[src/rtl/dram_refresh_sched.sv]
module dram_refresh_sched #(
  parameter int ROWS     = 4096,
  parameter int CLK_NS   = 5,
  parameter int ROW_NS   = 100,
  parameter int RET_NS   = 64_000_000,
  parameter int DEBT_MAX = 8
) (
  input  logic             clk,
  input  logic             rst_n,
  input  logic             mode_burst,
  input  logic             mode_cbr,
  input  logic             bus_gnt,
  output logic             bus_req,
  output logic             busy,
  output logic             ras_n,
  output logic             cas_n,
  output logic             we_n,
  output logic             addr_en,
  output logic [$clog2(ROWS)-1:0] row_addr
);
  localparam int ROW_W    = $clog2(ROWS);
  localparam int ROW_CYC  = ROW_NS / CLK_NS;
  localparam int RET_CYC  = RET_NS / CLK_NS;
  localparam int DIST_CYC = RET_CYC / ROWS;
  localparam int TMR_W    = $clog2(RET_CYC + 1);
  localparam int P_W      = $clog2(ROW_CYC);
  localparam int DEBT_W   = $clog2(DEBT_MAX + 1);

  typedef enum logic [1:0] {IDLE, REQ, RUN} state_t;

  state_t            state;
  logic [TMR_W-1:0]  timer;
  logic [P_W-1:0]    phase;
  logic [ROW_W-1:0]  row_q;
  logic [ROW_W-1:0]  rows_left;
  logic [DEBT_W-1:0] debt;
  logic              cbr_q;

  logic [TMR_W-1:0] interval;
  logic             tick, run, slot_end, done, debt_full;

  assign interval  = mode_burst ? TMR_W'(RET_CYC) : TMR_W'(DIST_CYC);
  assign tick      = timer >= interval - 1'b1;
  assign run       = state == RUN;
  assign slot_end  = phase == P_W'(ROW_CYC - 1);
  assign done      = run && slot_end && rows_left == '0;
  assign debt_full = debt >= DEBT_W'(DEBT_MAX);

  assign bus_req  = state != IDLE;
  assign busy     = run;
  assign ras_n    = !(run && phase >= P_W'(1) && phase <= P_W'(ROW_CYC - 2));
  assign cas_n    = !(run && cbr_q && phase <= P_W'(ROW_CYC - 2));
  assign we_n     = 1'b1;
  assign addr_en  = run && !cbr_q;
  assign row_addr = row_q;

  always_ff @(posedge clk) begin
    if (!rst_n) begin
      state     <= IDLE;
      timer     <= '0;
      phase     <= '0;
      row_q     <= '0;
      rows_left <= '0;
      debt      <= '0;
      cbr_q     <= 1'b0;
    end else begin
      timer <= tick ? '0 : timer + 1'b1;
      case (state)
        IDLE: if (tick) state <= REQ;
        REQ: begin
          if (tick && !debt_full) debt <= debt + 1'b1;
          if (bus_gnt) begin
            state     <= RUN;
            phase     <= '0;
            cbr_q     <= mode_cbr;
            rows_left <= mode_burst ? ROW_W'(ROWS - 1) : '0;
          end
        end
        RUN: begin
          phase <= slot_end ? '0 : phase + 1'b1;
          if (slot_end && !cbr_q)
            row_q <= (row_q == ROW_W'(ROWS - 1)) ? '0 : row_q + 1'b1;
          if (slot_end && rows_left != '0) rows_left <= rows_left - 1'b1;
          if (done) begin
            if (debt != '0) begin
              state <= REQ;
              if (!tick) debt <= debt - 1'b1;
            end else begin
              state <= tick ? REQ : IDLE;
            end
          end else if (tick && !debt_full) begin
            debt <= debt + 1'b1;
          end
        end
        default: state <= IDLE;
      endcase
    end
  end
endmodule

[config.mk]
export PLATFORM = sky130hd
export DESIGN_NAME = dram_refresh_sched
export DESIGN_NICKNAME = d
export VERILOG_FILES = /design/src/rtl/dram_refresh_sched.sv
export SDC_FILE = /design/constraint.sdc
export NUM_CORES = 1
export LEC_CHECK = 0
export ABC_AREA = 0
export BUFFER_PORTS_ARGS = -buffer_cell sky130_fd_sc_hd__buf_2
export CAP_MARGIN = 20
export CORE_MARGIN = 3
export CORE_UTILIZATION = 30
export CTS_CLUSTER_DIAMETER = 30
export DETAILED_ROUTE_END_ITERATION = 7
export GPL_TIMING_DRIVEN = 0
export PLACE_DENSITY = 0.5
export SYNTH_ARGS = -nofsm -noshare
export SYNTH_HDL_FRONTEND = slang
export SYNTH_SLANG_ARGS = --single-unit
[constraint.sdc]
create_clock -name clk -period 3.2 [get_ports clk]
set_input_delay 0.48 -clock clk [delete_from_list [all_inputs] [get_ports clk]]
set_output_delay 0.48 -clock clk [all_outputs]
set_load 0.005 [all_outputs]
# Word level (Yosys, flattened, before mapping)
# Index checks and enable logic that the tools add are counted.
dict set report classes {
  eq_ne 10
  addsub 7
  n_reduce_logical 27
  n_mux 20
  bitwise 1
  n_lt_le_gt_ge 4
}
# op n
set op_table {}
lappend op_table {{$mux 12} 4}
lappend op_table {{$add 24x1->24 const B} 1}
lappend op_table {{$ge 24x24->1} 1}
lappend op_table {{$mux 24} 1}
lappend op_table {{$pmux 12 s2} 1}
lappend op_table {{$sub 24x1->24 const B} 1}
lappend op_table {{$mux 4} 4}
lappend op_table {{$add 12x1->12 const B} 1}
lappend op_table {{$eq 12x12->1 const B} 1}
lappend op_table {{$logic_not 12->1} 1}
lappend op_table {{$reduce_bool 12->1} 1}
lappend op_table {{$sub 12x1->12 const B} 1}
lappend op_table {{$logic_and 1x1->1} 10}
lappend op_table {{$mux 5} 2}
lappend op_table {{$pmux 5 s2} 1}
lappend op_table {{$reduce_and 3->1} 3}
lappend op_table {{$pmux 4 s2} 1}
lappend op_table {{$mux 2} 3}
lappend op_table {{$pmux 2 s3} 1}
lappend op_table {{$reduce_and 2->1} 3}
lappend op_table {{$add 5x1->5 const B} 1}
lappend op_table {{$eq 5x5->1 const B} 1}
lappend op_table {{$ge 5x1->1 const B} 1}
lappend op_table {{$le 5x5->1 const B} 1}
lappend op_table {{16 further kinds} 23}
dict set report totals {
  elab_cells 76
  ff_bits 60
}

# Logic depth before layout (Yosys ltp)
# Gate-level depths: netlist of the first run.
dict set report logic_depth {
  word_depth 7
  depth_mapped 10
  ltp_nobuf 8
}

# Least setup slack after synthesis of the first run
# Ideal clock, no wire load.
dict set report synth_path {
  path_type {in2reg}
  startpoint {in mode_burst}
  endpoint {reg state[1]}
  cell_stages 9
  t_arrival_ns 2.305
  slack_ns 0.823
  required_ns 3.128
  cell_sequence {inv_1 ha_1 a211o_1 o221a_4 a211oi_4 and2_1 buf_6 a21o_1 mux2i_1}
}
dict set report synth_between {
  elab_chain_cells 5
}
# element line_no
set synth_lines {}
lappend synth_lines {{from (decl)} 10} ;# input logic mode_burst,
lappend synth_lines {{$mux 24} 42} ;# assign interval = mode_burst ? TMR_W'(RET_CYC) : TMR_W'(DIST_CYC);
lappend synth_lines {{$sub 24x1->24} 43} ;# assign tick = timer >= interval - 1'b1;
lappend synth_lines {{$ge 24x24->1} 43}
lappend synth_lines {{$ne 2x2->1 (no line)} -}
lappend synth_lines {{$reduce_and 3->1 (no line)} -}
lappend synth_lines {{to (signal assigned)} 89} ;# state <= tick ? REQ : IDLE;
lappend synth_lines {{to (decl)} 31} ;# state_t state;
# Every way passes these cells.
# A chain may end at the register's enable or synchronous reset.

# Worst setup path in the final report of the first run
dict set report layout_path {
  startpoint {in mode_burst}
  endpoint {reg debt[3]}
}
dict set report layout_between {
  elab_chain_cells 7
  word_cells_on_any_way 9
  cone_classes {add/sub (1); order compare (1); eq/ne (1); mux (4); reduce/logical (2)}
}
# element line_no
set layout_lines {}
lappend layout_lines {{$mux 24 (*)} 42}
lappend layout_lines {{$sub 24x1->24 (*)} 43}
lappend layout_lines {{$ge 24x24->1 (*)} 43}
lappend layout_lines {{$logic_and 1x1->1} {71, 91}}
lappend layout_lines {{$mux 4 (2 in series)} -}
lappend layout_lines {{$pmux 4 s2} -}
lappend layout_lines {{to (signal assigned)} 71} ;# if (tick && !debt_full) debt <= debt + 1'b1;
lappend layout_lines {{to (signal assigned)} 87} ;# if (!tick) debt <= debt - 1'b1;
lappend layout_lines {{to (signal assigned)} 92} ;# debt <= debt + 1'b1;
lappend layout_lines {{to (decl)} 36} ;# logic [DEBT_W-1:0] debt;
# Every way passes the cells marked *; elsewhere a longest branch is shown, timed or not.

==> flow_metrics.py, run 1 <==
metrics = {
    "outcome": {
        "run_status": "completed",
    },
    "critical_path": {
        "startpoint_type": "primary input",
        "crit_path_max_incr_delay_ps": 370,
        "worstPathMaxFanout": 12,
        "worstPathRequired_ps": 3410,
        "crit_path_cell_trace": "buf_2 -> inv_1 -> ha_1 -> nand4b_1 -> nor4_1 -> o2111ai_1 -> and2_1 -> buf_6 -> a221oi_1 -> and4b_1",
        "r2r_slack_ps": 720,
        "end_kind": "flip-flop",
        "cp_slowest_cell": "ha_1",
        "arrival_ps": 2710,
        "crit_type": "primary input to flip-flop",
    },
    "finish": {
        "area_growth_pct": 15.29,
        "multi_input_area_sq_um": 2125,
        "diodes": 0,
        "fillers": 1153,
        "layout.nets": 482,
        "drive_gt1_frac": 0.1116,
        "regArea_sq_um": 1201,
    },
    "yosys": {
        "syn_area_per_cell_sq_um": 8.259,
        "synthArstFlopShare": 0,
        "synth_compound_area_frac": 0.1479,
        "synth_seq_cells": 60,
        "synth_top_cell_by_area": "dfxtp_1",
        "syn-num-nets": 450,
        "ys.flop_type": "dfxtp_1",
        "synth_enable_flop_cells": 0,
        "synthMuxAreaShare": 0.005757,
        "synthAdderAreaFrac": 0.08636,
        "synth.distinct_cells": 64,
        "seq_area_frac_synth": 0.3454,
        "synth_top_area_frac": 0.3454,
        "netlist_instances": 421,
        "synth_top_family_by_area": "simple AND/OR/NAND/NOR gates",
        "netlist_area_sq_um": 3477,
        "ys_warn_count": 0,
        "ys_top_cells_by_area": "dfxtp_1 (35%), ha_1 (8.6%), nor2_1 (6.7%)",
        "synth_xor_area_frac": 0.08312,
        "yosys.area_share.simple": 0.2868,
    },
    "timing": {
        "fin_crit_sh": 0.7806,
        "clock_skew_ps": 5.927,
        "setup_viol": 0,
        "slew_violations": 0,
        "tns_ps": 0,
        "tightest_slew_ps": 650.5,
        "slew_headroom": 0.5664,
        "final-hold-violation-count": 0,
        "fin_crit_ps": 2498,
        "rsz0062_at_grt": "no",
        "clock.fmax_mhz": 400.3,
        "holdWs_ps": 407.0,
    },
    "cts": {
        "h-tree-depth": 3,
        "clk-insertion-delay-late_ps": 330,
        "clk_pin_slew_worst_paths_ps": 50,
        "cts-root-buf": "clkbuf_16",
        "hold_buffers": 0,
        "cts_setup_buffers": 0,
        "cts_buffers": 9,
        "cts_tree": "yes",
        "clk_path_buf_depth": 2,
        "clock_sinks": 60,
        "ctsResizeCount": 0,
    },
    "grt": {
        "grt_overflow": 0,
        "grt_pass1_wl_um": 13570,
        "grt_max_degree": 13,
        "antenna_found_initial": 0,
        "grt_pass1_vias": 2818,
        "grtUsageTotal": 0.1302,
    },
    "power_and_ir_drop": {
        "p_per_area_nw_per_um2": 410.0,
        "pwr-share-clk": 0.509,
        "p_leak_nw": 1.562,
        "switching_share": 0.2186,
        "ir_worst_vdd_v": 0.0002266,
        "combPwrFrac": 0.031,
        "switchingPower_w": 0.0003593,
        "internal_power_w": 0.001285,
        "seqPwrFrac": 0.460,
    },
    "detailed_routing": {
        "firstDrtPassIters": 4,
        "postRouteAntennaNets": 0,
        "drt-total-wl_um": 7879,
        "drtIter0Drc": 117,
        "vias": 2987,
        "viasPerCell": 5.003,
        "drc_errors": 0,
        "wl_per_cell_um": 13.20,
    },
    "placed_design": {
        "hpwl_um": 5750,
        "gp_congestion": 0.7722,
        "portBuffers": 21,
    },
    "hold_path": {
        "hold_path_class": "primary input to flip-flop",
    },
    "floorplan": {
        "die_area_sq_um": 12920,
        "start_util": 0.3139,
        "ios": 23,
        "dieWidth_um": 113.7,
        "die_height_um": 113.7,
        "rows": 38,
        "core_sq_um": 11080,
    },
    "flow_run": {
        "cap_violations": 0,
    },
}
per-layer routing:
metal | wire length [um] | vias up | share of wire | GRT usage
met5 | 0 | - | 0 | 0
li1 | - | 1556 | - | -
met4 | 142 | 0 | 0.018 | 0.05288
met2 | 3381 | 49 | 0.43 | 0.1959
met3 | 321 | 8 | 0.041 | 0.03448
met1 | 4033 | 1374 | 0.51 | 0.1768
sequential cells by signal, indices dropped and copies added (netlist names):
register	flops
cbr_q	1
debt	4
phase	5
row_addr	12
rows_left	12
state	2
timer	24
cell usage after synthesis (5+ instances only):
| cell | instances |
|---|---|
| or3_1 | 5 |
| xor2_1 | 16 |
| dfxtp_1 | 60 |
| ha_1 | 24 |
| nand3_1 | 19 |
| nand4_1 | 11 |
| a21oi_1 | 25 |
| nor2_1 | 62 |
| and3_1 | 5 |
| o21ai_0 | 22 |
| clkbuf_1 | 7 |
| and2_1 | 5 |
| inv_1 | 21 |
| xnor2_1 | 17 |
| nand2_1 | 38 |
| nor4_1 | 6 |
| nor3_1 | 12 |
final timing paths:
check                           start                        to  depth (start not counted)
max                        mode_burst      debt[3]$_SDFFE_PN0P_                         10
min                          mode_cbr        cbr_q$_SDFFE_PN0P_                          3
max reg2reg     phase[0]$_SDFFE_PN0P_  row_addr[9]$_SDFFE_PN0P_                          7
min reg2reg  row_addr[1]$_SDFFE_PN0P_  row_addr[1]$_SDFFE_PN0P_                          2
power groups by stage:
stage | Combinational, W | Sequential, W | Clock [W]
2_1_floorplan | 0.0000347 | 0.000770 | 0
3_3_place_gp | 0.0000518 | 0.000771 | 0
3_5_place_dp | 0.0000527 | 0.000772 | 0
4_1_cts | 0.0000531 | 0.000756 | 0.000869
5_1_grt | 0.0000588 | 0.000756 | 0.000897
6_report | 0.0000515 | 0.000756 | 0.000836
cells by family after synthesis:
group,count (synthesis)
other cells,1
buf+inv,33
mux,2
flops,60
compound gates,78
xor+xnor,33
simple gates,190
fa+ha+maj,24
critical path: cells and delay by family:
kind                       cells  cell delay (ps)
and+or+nand+nor                4              850
AOI/OAI and AO/OA              2              520
buffers and inverters          3              480
adders and majority gates      1              370
cell type report:
cell class,count,share of cell area
sequential,60,0.2996
multi-input combinational,328,0.5300
timing repair buffer,21,0.02622
buffer,12,0.01810
inverter,21,0.01966
tap,140,0.04370
clock inverter,3,0.003745
clock buffer,12,0.05899
through the flow:
stage	worst slack, ps	instances	area (sq um)	utilization	power [W]
3_5_place_dp	301.8	582	3757	0.3392	0.0008243
2_1_floorplan	823.2	421	3477	-	0.0008047
4_1_cts	657.9	597	4009	0.3619	0.001678
5_1_grt	489.9	597	4009	0.3619	0.001712
3_3_place_gp	324.3	582	3757	0.3392	0.0008231
6_report	702.0	597	4009	0.3619	0.001644
placed cells by master (no fill, tap or decap), types with 3 or more instances in the layout:
master | Yosys | final
nor2_1 | 62 | 62
dfxtp_1 | 60 | 60
nand2_1 | 38 | 38
a21oi_1 | 25 | 25
ha_1 | 24 | 24
o21ai_0 | 22 | 22
buf_2 | 1 | 22
inv_1 | 21 | 21
nand3_1 | 19 | 19
xnor2_1 | 17 | 17
xor2_1 | 16 | 16
nor3_1 | 12 | 12
nand4_1 | 11 | 11
clkbuf_1 | 7 | 10
clkbuf_16 | 0 | 9
nor4_1 | 6 | 6
or3_1 | 5 | 5
and2_1 | 5 | 5
and3_1 | 5 | 5
a31oi_1 | 4 | 4
and4_1 | 4 | 4
o21a_1 | 4 | 4
nor2b_1 | 3 | 3
buf_6 | 3 | 3
clkinv_2 | 0 | 3
Note: power is estimated with default switching activity, not from simulation.
==> run 2, diff against run 1 <==
--- a/config.mk
+++ b/config.mk
@@ -13,7 +13,7 @@
 export CTS_CLUSTER_DIAMETER = 30
 export DETAILED_ROUTE_END_ITERATION = 7
 export GPL_TIMING_DRIVEN = 0
-export PLACE_DENSITY = 0.5
+export PLACE_DENSITY = 0.52
 export SYNTH_ARGS = -nofsm -noshare
 export SYNTH_HDL_FRONTEND = slang
 export SYNTH_SLANG_ARGS = --single-unit
==> constraint.sdc (replaced) <==
create_clock -name clk -period 2.2 [get_ports clk]
set_input_delay 0.33 -clock clk [delete_from_list [all_inputs] [get_ports clk]]
set_output_delay 0.33 -clock clk [all_outputs]
set_load 0.005 [all_outputs]
==> run 2 against run 1 <==
Against the previous run: total power rose by 53%; wire length increased by 8.8%; combinational power up 130%; sequential power grew 46%; clock skew down 1.1 ps; sequential share of layout area decreased by 3.5 points; cell count increased by 3.2%; global-route usage is 0.65 points higher; worst hold slack got worse by 150 ps; critical path type is now flip-flop to flip-flop; largest power group unchanged; highest routed layer unchanged.
==> flow_metrics.py, run 2 (same netlist as run 1, synthesis figures left out) <==
metrics = {
    "detailed_routing": {
        "drt-total-wl_um": 8571,
        "firstDrtPassIters": 4,
        "vias": 3129,
        "postRouteAntennaNets": 0,
        "drtIter0Drc": 165,
        "wl_per_cell_um": 13.91,
        "viasPerCell": 5.080,
        "drc_errors": 0,
    },
    "finish": {
        "final_common_cell": "dfxtp_1",
        "area_growth_pct": 31.70,
        "largest_reg_flops": 24,
        "final_area_sq_um": 4579,
        "diodes": 0,
        "final_cell_mix": "dfxtp_1 (55), nor2_1 (46), nand2_1 (38)",
        "largest_register": "timer",
        "layout.nets": 502,
        "fillers": 1105,
        "drive_gt1_frac": 0.2542,
        "layout.cells.non_filler": 616,
    },
    "timing": {
        "final-hold-violation-count": 0,
        "setup_viol": 0,
        "clock.fmax_mhz": 459.9,
        "tightest_slew_ps": 599.1,
        "slew_violations": 0,
        "clock_skew_ps": 4.858,
        "fin_crit_sh": 0.9883,
        "fin_crit_ps": 2174,
        "setup_ws_ps": 25.77,
        "slew_headroom": 0.6006,
        "rsz0062_at_grt": "yes",
    },
    "cts": {
        "clk-insertion-delay-late_ps": 330,
        "cts-root-buf": "clkbuf_16",
        "clk_pin_slew_worst_paths_ps": 50,
        "h-tree-depth": 3,
        "clock_sinks": 60,
        "clk_path_buf_depth": 2,
        "cts_tree": "yes",
        "cts_buffers": 9,
        "hold_buffers": 0,
    },
    "hold_path": {
        "hold_path_class": "primary input to flip-flop",
    },
    "power_and_ir_drop": {
        "ir_worst_vdd_v": 0.0003659,
        "switchingPower_w": 0.0005383,
        "p_per_area_nw_per_um2": 549.8,
        "combPwrFrac": 0.047,
        "pwr-share-clk": 0.517,
        "seqPwrFrac": 0.436,
        "internal_power_w": 0.001979,
        "p_leak_nw": 1.735,
        "switching_share": 0.2138,
    },
    "floorplan": {
        "die_area_sq_um": 12920,
        "core_sq_um": 11080,
        "start_util": 0.3139,
        "ios": 23,
        "rows": 38,
        "dieWidth_um": 113.7,
        "die_height_um": 113.7,
    },
    "critical_path": {
        "end_kind": "flip-flop",
        "worstPathMaxFanout": 8,
        "crit_type": "flip-flop to flip-flop",
        "r2r_slack_ps": 30,
        "startpoint_type": "flip-flop",
        "arrival_ps": 2440,
        "worstPathRequired_ps": 2470,
    },
    "placed_design": {
        "dpl_cell_area_sq_um": 3777,
        "gp_congestion": 0.7813,
        "hpwl_um": 5746,
        "dp_slack_ps": -603.9,
        "dp_cells": 582,
        "portBuffers": 21,
    },
    "outcome": {
        "run_status": "completed",
    },
    "flow_run": {
        "cap_violations": 0,
    },
    "grt": {
        "grt_pass1_vias": 2969,
        "grt_use_met2": 0.2124,
        "grtUsageTotal": 0.1367,
        "met3_usage": 0.02971,
        "grt_pass1_wl_um": 14310,
        "grt_overflow": 0,
        "grt_max_degree": 11,
        "busiest_layer": "met2",
        "met1_usage": 0.1791,
        "antenna_found_initial": 0,
    },
}
==> run 2: repair_timing <==
item	4_1_cts	5_1_grt
setup buffers	8	10
cloned	0	2
resized for setup	16	60
pin swaps	4	29
setup endpoints to repair	45	36
==> run 2: worst max-delay path: stages (launching register included) <==
cell and delay, ps:
dfxtp_4 350, or4_4 560, o221a_4 240, a211oi_4 280, and2_1 180, buf_6 150, nand2_8 90, clkbuf_16 190
nor2_4 70
==> run 2: per-stage QoR <==
stage | total power (W) | TNS (ps) | hold slack (ps) | utilization
after floorplan | 0.001171 | -14.97 | 440.9 | -
after global routing | 0.002629 | -716.9 | 268.2 | 0.4134
after global placement | 0.001197 | -14120 | 465.7 | 0.3410
after detailed placement | 0.001200 | -14800 | 467.7 | 0.3410
final | 0.002518 | 0 | 257.4 | 0.4134
after CTS | 0.002539 | 0 | 248.6 | 0.3794
==> run 2: power by group through the flow <==
stage	registers, W	clock network (W)	logic, W
global placement	0.00112	0	0.0000757
detailed placement	0.00112	0	0.0000784
CTS	0.00110	0.00135	0.0000880
global route	0.00110	0.00140	0.000130
floorplan	0.00112	0	0.0000507
finish	0.00110	0.00130	0.000117
==> run 2: layer usage <==
metal	wire [um]	vias to the layer above
li1	-	1595
met1	4141	1472
met2	3977	45
met3	256	17
met4	196	0
met5	0	-
==> run 2: worst paths after layout <==
kind	from	end	cells past startpoint
min	mode_cbr	cbr_q$_SDFFE_PN0P_	3
min reg2reg	timer[0]$_SDFF_PP0_	timer[0]$_SDFF_PP0_	1
max	timer[20]$_SDFF_PP0_	timer[6]$_SDFF_PP0_	8
max reg2reg	timer[20]$_SDFF_PP0_	timer[6]$_SDFF_PP0_	8
==> run 2: area by class of cell <==
class | count | area, sq um | share of cell area
inverters | 21 | 82.58 | 0.01803
flip-flops and latches | 60 | 1210 | 0.2642
well taps | 140 | 175.2 | 0.03825
plain buffers | 12 | 92.59 | 0.02022
clock inverters | 2 | 10.01 | 0.002186
clock buffers | 12 | 266.5 | 0.05820
multi-input cells | 328 | 2414 | 0.5270
repair buffers | 41 | 329.1 | 0.07186
